### src/rtl/i2c_hold_pkg.sv
package i2c_hold_pkg;
    localparam int DATA_W = 8;
    localparam int ADDR_W = 7;
    localparam int CNT_W  = $clog2(DATA_W + 1);

    typedef enum logic [2:0] {
        ST_IDLE,
        ST_ADDR,
        ST_AACK,
        ST_TXWAIT,
        ST_TX,
        ST_MACK
    } tgt_state_t;

    typedef struct packed {
        logic scl;
        logic sda;
        logic scl_rise;
        logic scl_fall;
        logic start;
        logic stop;
    } bus_ev_t;

    typedef struct packed {
        logic addr_cap;
        logic hold_grab;
        logic byte_end;
        logic stretch;
        logic tx_done;
    } ctl_ev_t;

    function automatic logic read_hit(input logic [DATA_W-1:0] b,
                                      input logic [ADDR_W-1:0] a);
        return (b[DATA_W-1:1] == a) && b[0];
    endfunction
endpackage

### src/rtl/i2c_line_sync.sv
module i2c_line_sync
    import i2c_hold_pkg::*;
#(
    parameter int SYNC_STAGES = 2
) (
    input  logic    clk,
    input  logic    rst,
    input  logic    scl_i,
    input  logic    sda_i,
    output bus_ev_t ev
);
    logic [1:0] raw;
    logic [1:0] synced;
    logic       scl_q, sda_q;

    assign raw = {scl_i, sda_i};

    for (genvar g = 0; g < 2; g++) begin : g_line
        logic [SYNC_STAGES-1:0] pipe;
        always_ff @(posedge clk) begin
            if (rst) pipe <= '1;
            else     pipe <= {pipe[SYNC_STAGES-2:0], raw[g]};
        end
        assign synced[g] = pipe[SYNC_STAGES-1];
    end

    always_ff @(posedge clk) begin
        if (rst) begin
            scl_q <= 1'b1;
            sda_q <= 1'b1;
        end else begin
            scl_q <= synced[1];
            sda_q <= synced[0];
        end
    end

    always_comb begin
        ev.scl      = synced[1];
        ev.sda      = synced[0];
        ev.scl_rise = synced[1] & ~scl_q;
        ev.scl_fall = ~synced[1] & scl_q;
        ev.start    = synced[1] & scl_q & sda_q & ~synced[0];
        ev.stop     = synced[1] & scl_q & ~sda_q & synced[0];
    end
endmodule

### src/rtl/i2c_target_fsm.sv
module i2c_target_fsm
    import i2c_hold_pkg::*;
(
    input  logic              clk,
    input  logic              rst,
    input  bus_ev_t           ev,
    input  logic [ADDR_W-1:0] own_addr,
    input  logic              hold_en,
    input  logic              ackdt,
    input  logic              clk_release,
    input  logic [DATA_W-1:0] tx_buf,
    output tgt_state_t        st,
    output ctl_ev_t           ctl,
    output logic [DATA_W-1:0] rx_byte,
    output logic              rw_bit,
    output logic              data_flag,
    output logic              ack_stat,
    output logic              ack_time,
    output logic              sda_oe,
    output logic              scl_oe
);
    localparam logic [CNT_W-1:0] LAST_BIT = CNT_W'(DATA_W);
    localparam logic [CNT_W-1:0] LAST_TX  = CNT_W'(DATA_W - 1);

    logic [DATA_W-1:0] shreg;
    logic [CNT_W-1:0]  cnt;
    logic              addr_ack;

    assign addr_ack = hold_en ? ~ackdt : 1'b1;

    always_comb begin
        ctl.addr_cap  = (st == ST_ADDR) && ev.scl_fall && (cnt == LAST_BIT)
                        && read_hit(shreg, own_addr);
        ctl.hold_grab = ctl.addr_cap && hold_en;
        ctl.byte_end  = ((st == ST_AACK) || (st == ST_MACK)) && ev.scl_fall;
        ctl.stretch   = ctl.byte_end &&
                        (((st == ST_AACK) && addr_ack) || ((st == ST_MACK) && !ack_stat));
        ctl.tx_done   = (st == ST_TX) && ev.scl_fall && (cnt == LAST_TX);
    end

    always_ff @(posedge clk) begin
        if (rst) begin
            st        <= ST_IDLE;
            cnt       <= '0;
            shreg     <= '0;
            rx_byte   <= '0;
            rw_bit    <= 1'b0;
            data_flag <= 1'b0;
            ack_stat  <= 1'b0;
            ack_time  <= 1'b0;
        end else if (ev.stop) begin
            st       <= ST_IDLE;
            ack_time <= 1'b0;
        end else if (ev.start) begin
            st       <= ST_ADDR;
            cnt      <= '0;
            ack_time <= 1'b0;
        end else begin
            case (st)
                ST_ADDR: begin
                    if (ev.scl_rise) begin
                        shreg <= {shreg[DATA_W-2:0], ev.sda};
                        cnt   <= cnt + 1'b1;
                    end else if (ev.scl_fall && (cnt == LAST_BIT)) begin
                        if (ctl.addr_cap) begin
                            rx_byte  <= shreg;
                            rw_bit   <= shreg[0];
                            ack_time <= 1'b1;
                            st       <= ST_AACK;
                        end else begin
                            st <= ST_IDLE;
                        end
                    end
                end
                ST_AACK: begin
                    if (ev.scl_rise) ack_time <= 1'b0;
                    else if (ev.scl_fall) begin
                        data_flag <= 1'b0;
                        st        <= addr_ack ? ST_TXWAIT : ST_IDLE;
                    end
                end
                ST_TXWAIT: begin
                    if (clk_release) begin
                        shreg <= tx_buf;
                        cnt   <= '0;
                        st    <= ST_TX;
                    end
                end
                ST_TX: begin
                    if (ev.scl_fall) begin
                        shreg <= {shreg[DATA_W-2:0], 1'b0};
                        cnt   <= cnt + 1'b1;
                        if (cnt == LAST_TX) begin
                            ack_time <= 1'b1;
                            st       <= ST_MACK;
                        end
                    end
                end
                ST_MACK: begin
                    if (ev.scl_rise) begin
                        ack_stat <= ev.sda;
                        ack_time <= 1'b0;
                    end else if (ev.scl_fall) begin
                        data_flag <= 1'b1;
                        st        <= ack_stat ? ST_IDLE : ST_TXWAIT;
                    end
                end
                default: st <= ST_IDLE;
            endcase
        end
    end

    assign sda_oe = ((st == ST_AACK) && addr_ack) || ((st == ST_TX) && !shreg[DATA_W-1]);
    assign scl_oe = ((st == ST_AACK) || (st == ST_TXWAIT)) && !clk_release;

    assert_acktime_on_fall_R4: assert property (@(posedge clk) disable iff (rst)
        $rose(ack_time) |-> $past(ev.scl_fall));
    assert_acktime_off_rise_R4: assert property (@(posedge clk) disable iff (rst)
        $fell(ack_time) |-> $past(ev.scl_rise || ev.start || ev.stop));
    assert_sda_moves_low_R6: assert property (@(posedge clk) disable iff (rst)
        ((st == ST_TX) && ($past(st) == ST_TX) && !$stable(sda_oe)) |-> !ev.scl);
endmodule

### src/rtl/i2c_host_regs.sv
module i2c_host_regs
    import i2c_hold_pkg::*;
(
    input  logic              clk,
    input  logic              rst,
    input  ctl_ev_t           ctl,
    input  logic              tx_load,
    input  logic [DATA_W-1:0] tx_data,
    input  logic              buf_read,
    input  logic              irq_clear,
    input  logic              ackdt_write,
    input  logic              ackdt_value,
    input  logic              release_set,
    output logic [DATA_W-1:0] tx_buf,
    output logic              buf_full,
    output logic              irq,
    output logic              ackdt,
    output logic              clk_release
);
    always_ff @(posedge clk) begin
        if (rst) begin
            tx_buf      <= '0;
            buf_full    <= 1'b0;
            irq         <= 1'b0;
            ackdt       <= 1'b0;
            clk_release <= 1'b1;
        end else begin
            if (tx_load) tx_buf <= tx_data;

            if (ctl.addr_cap || tx_load)      buf_full <= 1'b1;
            else if (buf_read || ctl.tx_done) buf_full <= 1'b0;

            if (ctl.hold_grab || ctl.byte_end) irq <= 1'b1;
            else if (irq_clear)                irq <= 1'b0;

            if (ackdt_write) ackdt <= ackdt_value;

            if (ctl.hold_grab || ctl.stretch) clk_release <= 1'b0;
            else if (release_set)             clk_release <= 1'b1;
        end
    end

    assert_irq_sticky_R8: assert property (@(posedge clk) disable iff (rst)
        (irq && !irq_clear) |=> irq);
endmodule

### src/rtl/i2c_hold_target.sv
module i2c_hold_target
    import i2c_hold_pkg::*;
#(
    parameter int SYNC_STAGES = 2
) (
    input  logic              clk,
    input  logic              rst,
    input  logic              scl_i,
    input  logic              sda_i,
    output logic              scl_oe,
    output logic              sda_oe,
    input  logic [ADDR_W-1:0] own_addr,
    input  logic              hold_en,
    input  logic              tx_load,
    input  logic [DATA_W-1:0] tx_data,
    input  logic              buf_read,
    input  logic              irq_clear,
    input  logic              ackdt_write,
    input  logic              ackdt_value,
    input  logic              release_set,
    output logic [DATA_W-1:0] rx_byte,
    output logic              buf_full,
    output logic              irq,
    output logic              ack_data,
    output logic              ack_stat,
    output logic              ack_time,
    output logic              clk_release,
    output logic              rw_bit,
    output logic              data_flag
);
    bus_ev_t           ev;
    ctl_ev_t           ctl;
    tgt_state_t        st;
    logic [DATA_W-1:0] tx_buf;

    i2c_line_sync #(.SYNC_STAGES(SYNC_STAGES)) sync_i (
        .clk(clk), .rst(rst), .scl_i(scl_i), .sda_i(sda_i), .ev(ev)
    );

    i2c_target_fsm fsm_i (
        .clk(clk), .rst(rst), .ev(ev), .own_addr(own_addr), .hold_en(hold_en),
        .ackdt(ack_data), .clk_release(clk_release), .tx_buf(tx_buf),
        .st(st), .ctl(ctl), .rx_byte(rx_byte), .rw_bit(rw_bit),
        .data_flag(data_flag), .ack_stat(ack_stat), .ack_time(ack_time),
        .sda_oe(sda_oe), .scl_oe(scl_oe)
    );

    i2c_host_regs regs_i (
        .clk(clk), .rst(rst), .ctl(ctl), .tx_load(tx_load), .tx_data(tx_data),
        .buf_read(buf_read), .irq_clear(irq_clear), .ackdt_write(ackdt_write),
        .ackdt_value(ackdt_value), .release_set(release_set), .tx_buf(tx_buf),
        .buf_full(buf_full), .irq(irq), .ackdt(ack_data), .clk_release(clk_release)
    );

    assert_release_frees_R3: assert property (@(posedge clk) disable iff (rst)
        (release_set && !ctl.hold_grab && !ctl.stretch) |=> !scl_oe);
    assert_nack_no_hold_R7: assert property (@(posedge clk) disable iff (rst)
        ((st == ST_MACK) && ev.scl_fall && ack_stat && !ev.start && !ev.stop)
        |=> (clk_release && !scl_oe && !sda_oe));
endmodule

### config.mk
export PLATFORM = sky130hd
export DESIGN_NAME = i2c_hold_target
export DESIGN_NICKNAME = d
export VERILOG_FILES = /design/src/rtl/i2c_hold_pkg.sv /design/src/rtl/i2c_line_sync.sv /design/src/rtl/i2c_target_fsm.sv /design/src/rtl/i2c_host_regs.sv /design/src/rtl/i2c_hold_target.sv
export SDC_FILE = /design/constraint.sdc
export NUM_CORES = 1
export LEC_CHECK = 0
export ABC_AREA = 1
export BUFFER_PORTS_ARGS = -buffer_cell sky130_fd_sc_hd__buf_2
export CORE_UTILIZATION = 35
export CTS_CLUSTER_SIZE = 25
export DETAILED_ROUTE_END_ITERATION = 8
export SLEW_MARGIN = 20
export SYNTH_ARGS = -nofsm -noshare
export SYNTH_HDL_FRONTEND = slang
export SYNTH_SLANG_ARGS = --single-unit
### constraint.sdc
create_clock -name clk -period 3.29 [get_ports clk]
set_input_delay 0.4935 -clock clk [delete_from_list [all_inputs] [get_ports clk]]
set_output_delay 0.4935 -clock clk [all_outputs]
set_load 0.05 [all_outputs]
-- Yosys cells after proc, flatten, opt, wreduce, memory -nomap -nowiden
Cells that the tools add are included.
Widths: inputs -> output; s select.
- bitwise operators: 15
- add/sub/neg operators: 1
- equality and inequality tests: 30
- multiplexer cells: 42
- reduce and logical (&&, ||, !) cells: 43
- operator list (kind ; number):
    $mux 3 ; 9
    $mux 8 ; 3
    $pmux 8 s3 ; 1
    $mux 1 ; 18
    $reduce_and 9->1 ; 2
    $mux 4 ; 4
    $ne 3x2->1 const B ; 5
    $ne 3x3->1 const B ; 5
    $pmux 3 s5 ; 1
    $logic_and 1x1->1 ; 14
    $ne 2x1->1 const B ; 7
    $reduce_and 7->1 ; 2
    $pmux 4 s3 ; 1
    $reduce_and 6->1 ; 2
    $ne 2x2->1 const B ; 5
    $logic_or 1x1->1 ; 8
    $not 1->1 ; 8
    $reduce_bool 2->1 ; 4
    $and 1x1->1 ; 7
    $eq 7x7->1 ; 1
    $eq 3x2->1 const B ; 2
    $eq 3x3->1 const B ; 2
    $mux 2 ; 3
    $reduce_bool 3->1 ; 2
    other kinds (12) ; 15
- output and inout port bits: 18
- flip-flop bits (word level): 45
- input port bits: 26

-- Depth between registers and ports, before layout
Gate-level depths: netlist of the first run.
- depth after elaboration: 10
- depth in mapped cells: 13
- gate-level depth less buffers: 13

-- Modules after synthesis
Synthesis of the first run repeated with hierarchy kept, for this count alone.
- cells, all modules: 383
- area total of the unflattened synthesis: 2429.8 um2
- modules (own cells, without submodules) (module ; instances ; seq. area each (um2) ; cells an instance ; area each (um2)):
    i2c_target_fsm ; 1 ; 520.5 ; 303 ; 1770.4
    i2c_host_regs ; 1 ; 240.2 ; 54 ; 446.7
    i2c_line_sync ; 1 ; 120.1 ; 26 ; 212.7

-- Least setup slack after synthesis of the first run
Ideal clock, no wire load.
- path kind: register to output
- from: reg fsm_i.st[2]
- to: out sda_oe
- data required time: 2.796 ns
- stages on the path, launching flop included: 3
- buffers on the path: 0
- arrival time: 1.723 ns
- slack: 1.074 ns
- path through: dfxtp_1 > nand3_2 > o21ai_0
- cells in the longest elaborated chain, start to end: 3
- elaborated cells between the ends (all ways): 5
- classes of those cells: eq/ne: 2; reduce/logical: 3
- ends and longest elaborated chain (element ; RTL line ; RTL):
    start: declaration ; i2c_target_fsm.sv:12 ; output tgt_state_t st,
    start signal: assignment ; i2c_target_fsm.sv:79 ; st <= addr_ack ? ST_TXWAIT : ST_IDLE;
    start signal: assignment ; i2c_target_fsm.sv:105 ; st <= ack_stat ? ST_IDLE : ST_TXWAIT;
    $eq 3x2->1 or $eq 3x3->1 (tied branches) ; i2c_target_fsm.sv:113 ; assign sda_oe = ((st == ST_AACK) && addr_ack) || ((st == ST_TX) && !shreg[DATA_W-1]);
    $logic_and 1x1->1 ; i2c_target_fsm.sv:113 ;
    $logic_or 1x1->1 * ; i2c_target_fsm.sv:113 ;
    end: declaration ; i2c_hold_target.sv:11 ; output logic sda_oe,
Every way passes the cells marked *; elsewhere a longest branch is shown, timed or not.

-- Worst setup path after layout of the first run
Ends and elaborated chain as after synthesis.

==> flow_summary_export.csv, run 1 <==
group,metric,value,unit
worst_setup_path,path_class,"flip-flop to output pin",
worst_setup_path,crit_path_start_kind,"flip-flop",
final_layout,utilization,0.4286,
worst_setup_path,timing.critical_path.cells,"nand3_2, o21ai_0, buf_2",
synth,synth_fp_nets,353,
synth,synth_edf_count,0,
routing,remaining_drc_errors,0,
die,core_region_area,0.005991,mm2
routing,met2_wirelength,2133,um
grt,grt_max_degree,32,
grt,antenna_found_initial,0,
clocking,tritoncts_num_sinks,44,
synth,synth-async-reset-ratio,0,
power,max-vdd-ir-drop,0.2151,mV
clocking,cts.reportedPaths.clkPinSlew,0.08,ns
timing,slew-limit-headroom,0.4901,
timing,worst_clock_skew,0.005866,ns
grt,grt_pass1_vias,1867,
timing,timing_worst_slew_pin_value,0.7640,ns
run,cap_violations,0,
routing,drt_first_pass_iters,4,
synth,yosys.cell_types.count,27,
grt,global_route_wire_length_before_repair,8411,um
synth,synth.yosys.seq_area_share,0.3991,
timing,max_slew_violations,0,
synth,synthTopCellsByArea,"sky130_fd_sc_hd__dfxtp_1 40%, sky130_fd_sc_hd__nand2_1 12%, sky130_fd_sc_hd__o21ai_0 8.2%",
routing,detail_route.wirelength.met1,2586,um
routing,route.antenna.remaining_nets,0,
synth,synth_flop_cell,"sky130_fd_sc_hd__dfxtp_1",
status,run_status,"completed",
power,power.net_switching,0.0004976,W
die,std_cell_rows,28,
worst_setup_path,worstRegToRegCells,8,
worst_setup_path,worst_path_dominant_cell_family,"flip-flops",
worst_setup_path,critical_path_peak_fanout,6,
routing,drt-total-wl,5012,um
synth,yosys.cell_count.top_type,"sky130_fd_sc_hd__nand2_1",
power,static-leakage-power,1.267,nW
final_layout,register_area,880.8,um2
worst_setup_path,worst-endpoint-required,2.80,ns
routing,initialDrtViolationCount,87,
power,pwr-share-comb,0.268,
die,boundaryPins,44,
worst_setup_path,worstPathArrival,1.59,ns
die,fp.dieArea,0.006628,mm2
grt,grtUsageTotal,0.1665,
clocking,tritoncts,"built",
worst_setup_path,start_point_of_the_critical_path,"fsm_i.st[2]",
synth,syn-mean-instance-area,6.791,um2
die,die_w,81.41,um
power,p_int,0.0009380,W
timing,final.setup.tns,0,ns
clocking,ctsResizeCount,0,
power,power_switching_share,0.3466,
final_layout,fin_cells,442,
place,dp.final_hpwl,3851,um
synth,synth_top_cell_area_share,0.3991,
clocking,htreeDepth,2,
timing,grt_setup_unrepaired,"no",
synth,synth_cells,325,
worst_setup_path,regToRegEndpoint,"fsm_i.rx_byte[3]",
timing,fmaxAchievable,479.2,MHz
final_layout,antenna_cells_inserted,0,
place,quantity_of_i_o_buffers_inserted_on_ports,43,
power,pwr_density_cell,559.2,mW/mm2
clocking,worst_skew_pair.late_latency,0.30,ns
routing,wl_per_cell,11.34,um
worst_setup_path,timing.reg2reg.setup_slack,1.44,ns
grt,overflow,0,
worst_setup_path,cpPeakStageDelay,0.50,ns
timing,fin_crit_period,2.087,ns
synth,yosysTopAreaCell,"sky130_fd_sc_hd__dfxtp_1",
synth,synthesis.yosys.warnings,0,
clocking,cts-root-to-sink-buffers,2,
routing,via_count,2039,
timing,finalHoldWorstSlack,0.3766,ns
place,placedCellCount,434,
worst_setup_path,r2r-start,"sync_i.scl_q",
final_layout,final_nets,394,
power,part_of_the_power_in_the_clock_network,0.290,
timing,setup-violations-final,0,
routing,wl_met3,225,um
clocking,cts_inserted_buffers,5,
worst_hold_path,holdCritPathClass,"input pin to flip-flop",
timing,fin_crit_sh,0.6343,
place,routability_cong,0.7961,
synth,synthTopCellsByCount,"72 x sky130_fd_sc_hd__nand2_1, 48 x sky130_fd_sc_hd__nor2_1, 44 x sky130_fd_sc_hd__dfxtp_1",
die,floorplan.die.height,81.41,um
clocking,post_cts_buffers,0,
worst_setup_path,crit_cells,3,
synth,ys_seq_elements,44,
clocking,clock_tree.root_cell,"sky130_fd_sc_hd__clkbuf_8",
routing,routed_via_density,4.613,
worst_setup_path,worst-path-buf-inv,1,
worst_setup_path,endpoint,"sda_oe",
final_layout,fillCellCount,656,
timing,hold_violations,0,
clocking,holdBufCountCts,0,
final_layout,layout-area-overhead-vs-synth,16.33,%
die,initial_util,0.3684,
synth,post_synth_instance_area,0.002207,mm2
power,sequentialPowerShare,0.442,
worst_setup_path,critPathSlowestCell,"sky130_fd_sc_hd__dfxtp_1",
worst_setup_path,timing.critical_path.to_type,"output pin",
routing,highest_layer,"met4",
final_layout,footprint_of_the_multi_input_gates,0.001094,mm2
final_layout,drive_above_1_share,0.1962,
[worst register-to-register path, cell delays in order, from the launching register on]
cell	delay, ns
sky130_fd_sc_hd__dfxtp_1	0.37
sky130_fd_sc_hd__inv_1	0.07
sky130_fd_sc_hd__nor2_2	0.17
sky130_fd_sc_hd__nand3_1	0.22
sky130_fd_sc_hd__nor2_1	0.17
sky130_fd_sc_hd__nand3_1	0.29
sky130_fd_sc_hd__inv_1	0.31
sky130_fd_sc_hd__nor2_1	0.08
sky130_fd_sc_hd__nor2_1	0.10
[placed cells by master (no fill, tap or decap), drive strengths merged]
| master | n |
|---|---|
| ha | 2 |
| nand4 | 2 |
| a21boi | 1 |
| o22a | 1 |
| o21ai | 39 |
| nor2 | 52 |
| a31oi | 1 |
| or2 | 5 |
| a21oi | 22 |
| inv | 46 |
| clkbuf | 5 |
| and2 | 2 |
| buf | 43 |
| nand2 | 75 |
| dfxtp | 44 |
| clkinvlp | 1 |
| nand3 | 21 |
| nand3b | 1 |
| xor2 | 2 |
| bufinv | 1 |
| clkinv | 1 |
[kinds of logic after synthesis]
kind of cell             after synthesis  share of synthesized area
AO/OA/AOI/OAI                         64                     0.1553
XOR/XNOR                               2                   0.007938
adder cells (fa/ha/maj)                2                    0.01134
buffers and inverters                 55                     0.1054
flip-flops                            44                     0.3991
AND/OR/NAND/NOR                      158                     0.3209
[layout make-up]
cell class                 count  share of cell area
clock inverter                 3             0.01657
inverter                      46             0.06725
clock buffer                   5             0.02680
tap                           75             0.03655
timing repair buffer          43             0.08382
sequential                    44              0.3431
multi-input combinational    226              0.4259
[state kept, by name (all words and copies together) (netlist names), 3 cells and up]
signal              flops
fsm_i.st                3
fsm_i.rx_byte           8
fsm_i.shreg             8
fsm_i.cnt               4
sync_i.g_line.pipe      4
regs_i.tx_buf           8
[how the worst min path moves through the flow]
| stage | start | endpoint | slack, ns | cells past startpoint |
|---|---|---|---|---|
| 4_1_cts | scl_i | sync_i.g_line[1].pipe[0] | 0.37 | 2 |
| 6_report | scl_i | sync_i.g_line[1].pipe[0] | 0.38 | 2 |
| 2_1_floorplan | sync_i.g_line[0].pipe[0] | sync_i.g_line[0].pipe[1] | 0.39 | 1 |
| 3_3_place_gp | sync_i.g_line[1].pipe[0] | sync_i.g_line[1].pipe[1] | 0.39 | 1 |
| 5_1_grt | scl_i | sync_i.g_line[1].pipe[0] | 0.37 | 2 |
| 3_5_place_dp | sync_i.g_line[0].pipe[0] | sync_i.g_line[0].pipe[1] | 0.39 | 1 |
[metrics by stage]
stage / total power (W) / cell area, um2 / worst slack (ns)
final: 0.001436 / 2567 / 1.203
after global routing: 0.001533 / 2567 / 1.073
after CTS: 0.001447 / 2567 / 1.213
after detailed placement: 0.001032 / 2456 / 1.466
after global placement: 0.001028 / 2456 / 1.561
after floorplan: 0.0009406 / 2207 / 1.074
[power groups by stage]
stage | logic [W] | registers (W) | clock network, W
floorplan | 0.000285 | 0.000655 | 0
global placement | 0.000382 | 0.000646 | 0
detailed placement | 0.000385 | 0.000647 | 0
CTS | 0.000386 | 0.000635 | 0.000425
global route | 0.000445 | 0.000643 | 0.000445
finish | 0.000385 | 0.000635 | 0.000416
[routing by layer]
layer / GRT usage / vias to the layer above
met2: 0.2550 / 48
met3: 0.02778 / 6
met1: 0.2322 / 884
li1: - / 1101
met4: 0.06250 / 0
met5: 0 / -
Note: power is estimated with default switching activity, not from simulation.
==> run 2, diff against run 1 <==
clock period = 1.85 ns   (was 3.29 ns; I/O delays follow)
==> run 2 against run 1 <==
- first-iteration DRC count up 39%
- worst setup slack worse by 1.1 ns
- sequential power up 78%
- register-to-register slack worse by 1.2 ns
- power up 67%
- sequential share of layout area up 0.20 points
- worst hold slack worse by 0.21 ns
==> flow_summary_export.csv, run 2 (synthesized netlist as in run 1, its figures left out) <==
group,metric,value,unit
timing,worst_clock_skew,0.009936,ns
final_layout,final_nets,395,
timing,fin_crit_sh,0.9376,
timing,max_slew_violations,0,
clocking,htreeDepth,2,
final_layout,layout_top_registers,"fsm_i.rx_byte: 8 flops, fsm_i.shreg: 8 flops, regs_i.tx_buf: 8 flops",
clocking,holdBufCountCts,0,
worst_setup_path,cpPeakStageDelay,0.50,ns
worst_setup_path,worstPathArrival,1.46,ns
timing,finalHoldWorstSlack,0.1635,ns
routing,drt-total-wl,4955,um
place,dp.final_hpwl,3826,um
worst_setup_path,worst-endpoint-required,1.57,ns
die,die_w,81.41,um
routing,via_count,2020,
worst_hold_path,holdCritPathClass,"input pin to flip-flop",
worst_setup_path,regToRegEndpoint,"fsm_i.rx_byte[6]",
timing,grt_setup_unrepaired,"no",
place,routability_cong,0.8730,
grt,met2_usage,0.2508,
timing,hold_violations,0,
worst_hold_path,hold_path_startpoint,"scl_i",
clocking,worst_skew_pair.late_latency,0.29,ns
final_layout,layout-area-overhead-vs-synth,15.65,%
timing,fin_crit_period,1.735,ns
place,quantity_of_i_o_buffers_inserted_on_ports,43,
routing,wl_per_cell,11.21,um
routing,route.antenna.remaining_nets,0,
final_layout,antenna_cells_inserted,0,
routing,routed_via_density,4.570,
clocking,clock_tree.root_cell,"sky130_fd_sc_hd__clkbuf_8",
clocking,tritoncts_num_sinks,44,
clocking,tritoncts,"built",
worst_hold_path,hold-path-cell-count,2,
timing,slew-limit-headroom,0.7719,
worst_hold_path,worstHoldEndpoint,"sync_i.g_line[1].pipe[0]",
grt,global_route_wire_length_before_repair,8259,um
timing,setup-violations-final,0,
place,placed_cell_area,0.002464,mm2
routing,initialDrtViolationCount,121,
grt,grtUsageTotal,0.1646,
worst_setup_path,timing.critical_path.cells,"inv_2, nand3_1, inv_1, nand2_1, o21ai_1, clkbuf_4",
timing,final.setup.tns,0,ns
status,run_status,"completed",
die,floorplan.die.height,81.41,um
grt,grt_max_degree,32,
worst_setup_path,timing.reg2reg.setup_slack,0.28,ns
timing,fmaxAchievable,576.5,MHz
routing,remaining_drc_errors,0,
die,std_cell_rows,28,
clocking,cts-root-to-sink-buffers,2,
grt,overflow,0,
power,pwr_density_cell,938.5,mW/mm2
final_layout,register_area,880.8,um2
worst_setup_path,crit_path_start_kind,"flip-flop",
worst_setup_path,critical_path_peak_fanout,6,
grt,grt_util_met1,0.2218,
final_layout,drive_above_1_share,0.2016,
final_layout,footprint_of_the_multi_input_gates,0.001099,mm2
worst_setup_path,critPathSlowestCell,"sky130_fd_sc_hd__dfxtp_1",
clocking,cts_inserted_buffers,5,
grt,grtUsageMet3,0.04333,
grt,grt_pass1_vias,1810,
die,initial_util,0.3684,
routing,drt_first_pass_iters,4,
worst_setup_path,r2r-start,"fsm_i.cnt[0]",
worst_setup_path,timing.critical_path.to_type,"output pin",
grt,globalRoute.busiestLayer,"met2",
final_layout,design_area,0.002552,mm2
die,fp.dieArea,0.006628,mm2
grt,antenna_found_initial,0,
worst_setup_path,worstRegToRegCells,9,
die,core_region_area,0.005991,mm2
final_layout,final_cell_mix,"72 x sky130_fd_sc_hd__nand2_1, 48 x sky130_fd_sc_hd__nor2_1, 44 x sky130_fd_sc_hd__dfxtp_1",
final_layout,most_common_cell_after_layout_fill_and_taps_aside,"sky130_fd_sc_hd__nand2_1",
run,cap_violations,0,
timing,timing_worst_slew_pin_value,0.3418,ns
power,totalPowerFinal,0.002396,W
power,static-leakage-power,1.255,nW
clocking,cts.reportedPaths.clkPinSlew,0.08,ns
worst_setup_path,path_class,"flip-flop to output pin",
die,boundaryPins,44,
power,max-vdd-ir-drop,0.4312,mV
final_layout,fillCellCount,638,
-- run 2: cell types whose count changed in the layout (fill, tap and decap cells not counted), sizes merged --
cell	delta
clkbuf	+1
bufinv	-1
-- run 2: worst max path at each step --
| stage | from | endpoint | slack [ns] | cells past startpoint |
|---|---|---|---|---|
| 2_1_floorplan | fsm_i.st[2] | sda_oe | 0.23 | 2 |
| 3_3_place_gp | fsm_i.cnt[0] | fsm_i.rx_byte[7] | 0.23 | 10 |
| 3_5_place_dp | fsm_i.cnt[0] | fsm_i.rx_byte[4] | 0.12 | 10 |
| 4_1_cts | fsm_i.st[2] | sda_oe | 0.1 | 6 |
| 5_1_grt | fsm_i.st[2] | sda_oe | 0.01 | 6 |
| 6_report | fsm_i.st[2] | sda_oe | 0.12 | 6 |
-- run 2: worst max-delay path: cells and delay by family, from the launching register on --
kind                   cells  cell delay (ns)
AND/OR/NAND/NOR            2             0.20
flip-flops                 1             0.50
buffers and inverters      3             0.38
AO/OA/AOI/OAI              1             0.08
-- run 2: cell type report --
cell class	count	share of cell area
clock buffers	5	0.02696
well taps	75	0.03676
inverters	46	0.06765
clock inverters	2	0.004902
repair buffers	44	0.08824
flip-flops and latches	44	0.3451
multi-input cells	226	0.4304
-- run 2: metrics by stage --
step           std cells  setup WS (ns)  utilization
2_1_floorplan        325         0.2293            -
3_5_place_dp         435         0.1213       0.4112
5_1_grt              442        0.01092       0.4261
6_report             442         0.1155       0.4261
4_1_cts              442        0.09642       0.4248
3_3_place_gp         435         0.2336       0.4112
-- run 2: per-layer routing --
metal,part of all wire,up-vias
met3,0.045,6
met5,0,-
met2,0.41,50
li1,-,1105
met1,0.53,859
met4,0.014,0
-- run 2: report_power, final --
part / switching, W / internal (W)
clock network: 0.000321 / 0.000256
registers: 0.0000862 / 0.00104
logic: 0.000458 / 0.000231
total: 0.000865 / 0.00153
-- run 2: repair_timing --
action / CTS / global route
setup endpoints to repair: 0 / 11
setup buffers: 0 / 0
resized for setup: 0 / 3
==> run 3, diff against run 2 <==
clock period = 1.96 ns   (was 1.85 ns; I/O delays follow)
==> run 3 against run 2 <==
- register-to-register slack barely moved
- clock power rose by 24%
- flip-flop and latch count did not move
- first-iteration DRC count rose by 9.1%
- clock-buffer cell count did not move
- routed wire length fell by 2.1%
- die area did not move
- core utilization rose by 0.67 points
- sequential share of layout area fell by 0.53 points
- power rose by 1.2%
- critical endpoint unchanged
- largest power group unchanged
==> flow_summary_export.csv, run 3 (synthesized netlist as in run 1, its figures left out) <==
group,metric,value,unit
status,run_status,"completed",
worst_setup_path,timing.critical_path.to_type,"output pin",
place,quantity_of_i_o_buffers_inserted_on_ports,43,
grt,grtUsageMet3,0.04111,
routing,routed_via_density,4.535,
timing,fmaxAchievable,560.1,MHz
worst_hold_path,hold-path-cell-count,2,
worst_hold_path,hold_path_startpoint,"ackdt_write",
worst_hold_path,worstHoldEndpoint,"regs_i.ackdt",
final_layout,utilization,0.4327,
die,fp.dieArea,0.006628,mm2
grt,globalRoute.busiestLayer,"met2",
routing,initialDrtViolationCount,132,
routing,drt-total-wl,4852,um
worst_setup_path,worst-endpoint-required,1.67,ns
timing,slew-limit-headroom,0.7632,
clocking,tritoncts,"built",
clocking,cts-root-to-sink-buffers,2,
worst_setup_path,regToRegEndpoint,"fsm_i.rx_byte[5]",
routing,remaining_drc_errors,0,
die,initial_util,0.3684,
place,dp.final_hpwl,3753,um
place,placed_cell_area,0.002476,mm2
clocking,post_cts_buffers,0,
die,die_w,81.41,um
worst_setup_path,worstPathArrival,1.49,ns
worst_setup_path,path_class,"flip-flop to output pin",
timing,timing_worst_slew_pin_value,0.3542,ns
final_layout,final_cell_mix,"72 x sky130_fd_sc_hd__nand2_1, 48 x sky130_fd_sc_hd__nor2_1, 44 x sky130_fd_sc_hd__dfxtp_1",
timing,fin_crit_sh,0.9110,
die,std_cell_rows,28,
worst_hold_path,holdCritPathClass,"input pin to flip-flop",
timing,worst_clock_skew,0.01428,ns
worst_setup_path,timing.reg2reg.setup_slack,0.27,ns
clocking,clock_tree.root_cell,"sky130_fd_sc_hd__clkbuf_8",
timing,fin_crit_period,1.786,ns
clocking,cts.reportedPaths.clkPinSlew,0.09,ns
power,totalPowerFinal,0.002424,W
clocking,ctsResizeCount,0,
grt,grt_max_degree,24,
timing,setup-violations-final,0,
worst_setup_path,worstRegToRegCells,10,
worst_setup_path,r2r-start,"fsm_i.cnt[0]",
grt,overflow,0,
grt,met2_usage,0.2558,
grt,grtUsageTotal,0.1626,
timing,final.setup.tns,0,ns
clocking,holdBufCountCts,0,
power,max-vdd-ir-drop,0.3821,mV
clocking,tritoncts_num_sinks,44,
timing,hold_violations,0,
final_layout,most_common_cell_after_layout_fill_and_taps_aside,"sky130_fd_sc_hd__nand2_1",
final_layout,layout-area-overhead-vs-synth,17.46,%
routing,drt_first_pass_iters,4,
die,core_region_area,0.005991,mm2
routing,route.antenna.remaining_nets,0,
clocking,htreeDepth,2,
final_layout,antenna_cells_inserted,0,
final_layout,layout_top_registers,"fsm_i.rx_byte: 8 flops, fsm_i.shreg: 8 flops, regs_i.tx_buf: 8 flops",
clocking,worst_skew_pair.late_latency,0.30,ns
power,pwr_density_cell,934.9,mW/mm2
timing,grt_setup_unrepaired,"no",
grt,grt_util_met1,0.2176,
routing,wl_per_cell,10.95,um
worst_setup_path,crit_path_start_kind,"flip-flop",
grt,global_route_wire_length_before_repair,8169,um
grt,antenna_found_initial,0,
worst_setup_path,critical_path_peak_fanout,6,
routing,via_count,2009,
final_layout,final_nets,395,
place,routability_cong,0.8722,
final_layout,design_area,0.002592,mm2
die,boundaryPins,44,
run,cap_violations,0,
die,floorplan.die.height,81.41,um
grt,grt_pass1_vias,1818,
clocking,cts_inserted_buffers,5,
final_layout,drive_above_1_share,0.1984,
power,static-leakage-power,1.281,nW
timing,max_slew_violations,0,
[run 3: changes by cell type in the layout (fill, tap and decap cells not counted), sizes merged]
| cell | previous run | this run |
|---|---|---|
| buf | 43 | 44 |
| bufinv | 0 | 1 |
| clkbuf | 6 | 5 |
| clkinv | 1 | 2 |
| clkinvlp | 1 | 0 |
[run 3: worst max path at each step]
stage	start	to	slack [ns]	cells after the start
global placement	fsm_i.cnt[0]	fsm_i.rx_byte[7]	0.34	10
detailed placement	fsm_i.cnt[0]	fsm_i.rx_byte[4]	0.28	10
floorplan	fsm_i.st[2]	sda_oe	0.32	2
global route	fsm_i.cnt[0]	fsm_i.rx_byte[3]	0.06	10
CTS	fsm_i.st[2]	sda_oe	0.19	6
finish	fsm_i.st[2]	sda_oe	0.17	6
[run 3: area by class of cell]
cell class	count	area [um2]
flip-flops and latches	44	880.8
clock buffers	5	68.82
multi-input cells	226	1094
fillers	630	3398
well taps	75	93.84
inverters	46	172.7
repair buffers	44	235.2
clock inverters	3	47.55
[run 3: metal layers]
| layer | up-vias | share of wire | wire length [um] |
|---|---|---|---|
| met1 | 849 | 0.51 | 2455 |
| met5 | - | 0 | 0 |
| met3 | 4 | 0.054 | 264 |
| met4 | 0 | 0.010 | 49 |
| li1 | 1107 | - | - |
| met2 | 49 | 0.43 | 2082 |
[run 3: where the power goes]
group          internal [W]  switching (W)
combinational      0.000218       0.000425
clock              0.000384       0.000333
sequential         0.000984      0.0000799
[run 3: worst max-delay path: stages, from the launching register on]
cell                      delay (ns)
sky130_fd_sc_hd__dfxtp_1        0.40
sky130_fd_sc_hd__inv_2          0.12
sky130_fd_sc_hd__nand3_1        0.10
sky130_fd_sc_hd__inv_1          0.12
sky130_fd_sc_hd__nand2_1        0.08
sky130_fd_sc_hd__o21ai_1        0.09
sky130_fd_sc_hd__buf_2          0.28
[run 3: through the flow]
step | setup WS [ns] | hold slack (ns) | instances
floorplan | 0.3228 | 0.3881 | 325
global placement | 0.3432 | 0.3902 | 435
detailed placement | 0.2791 | 0.3923 | 435
CTS | 0.1852 | 0.1701 | 443
global route | 0.05568 | 0.1650 | 443
finish | 0.1745 | 0.1751 | 443
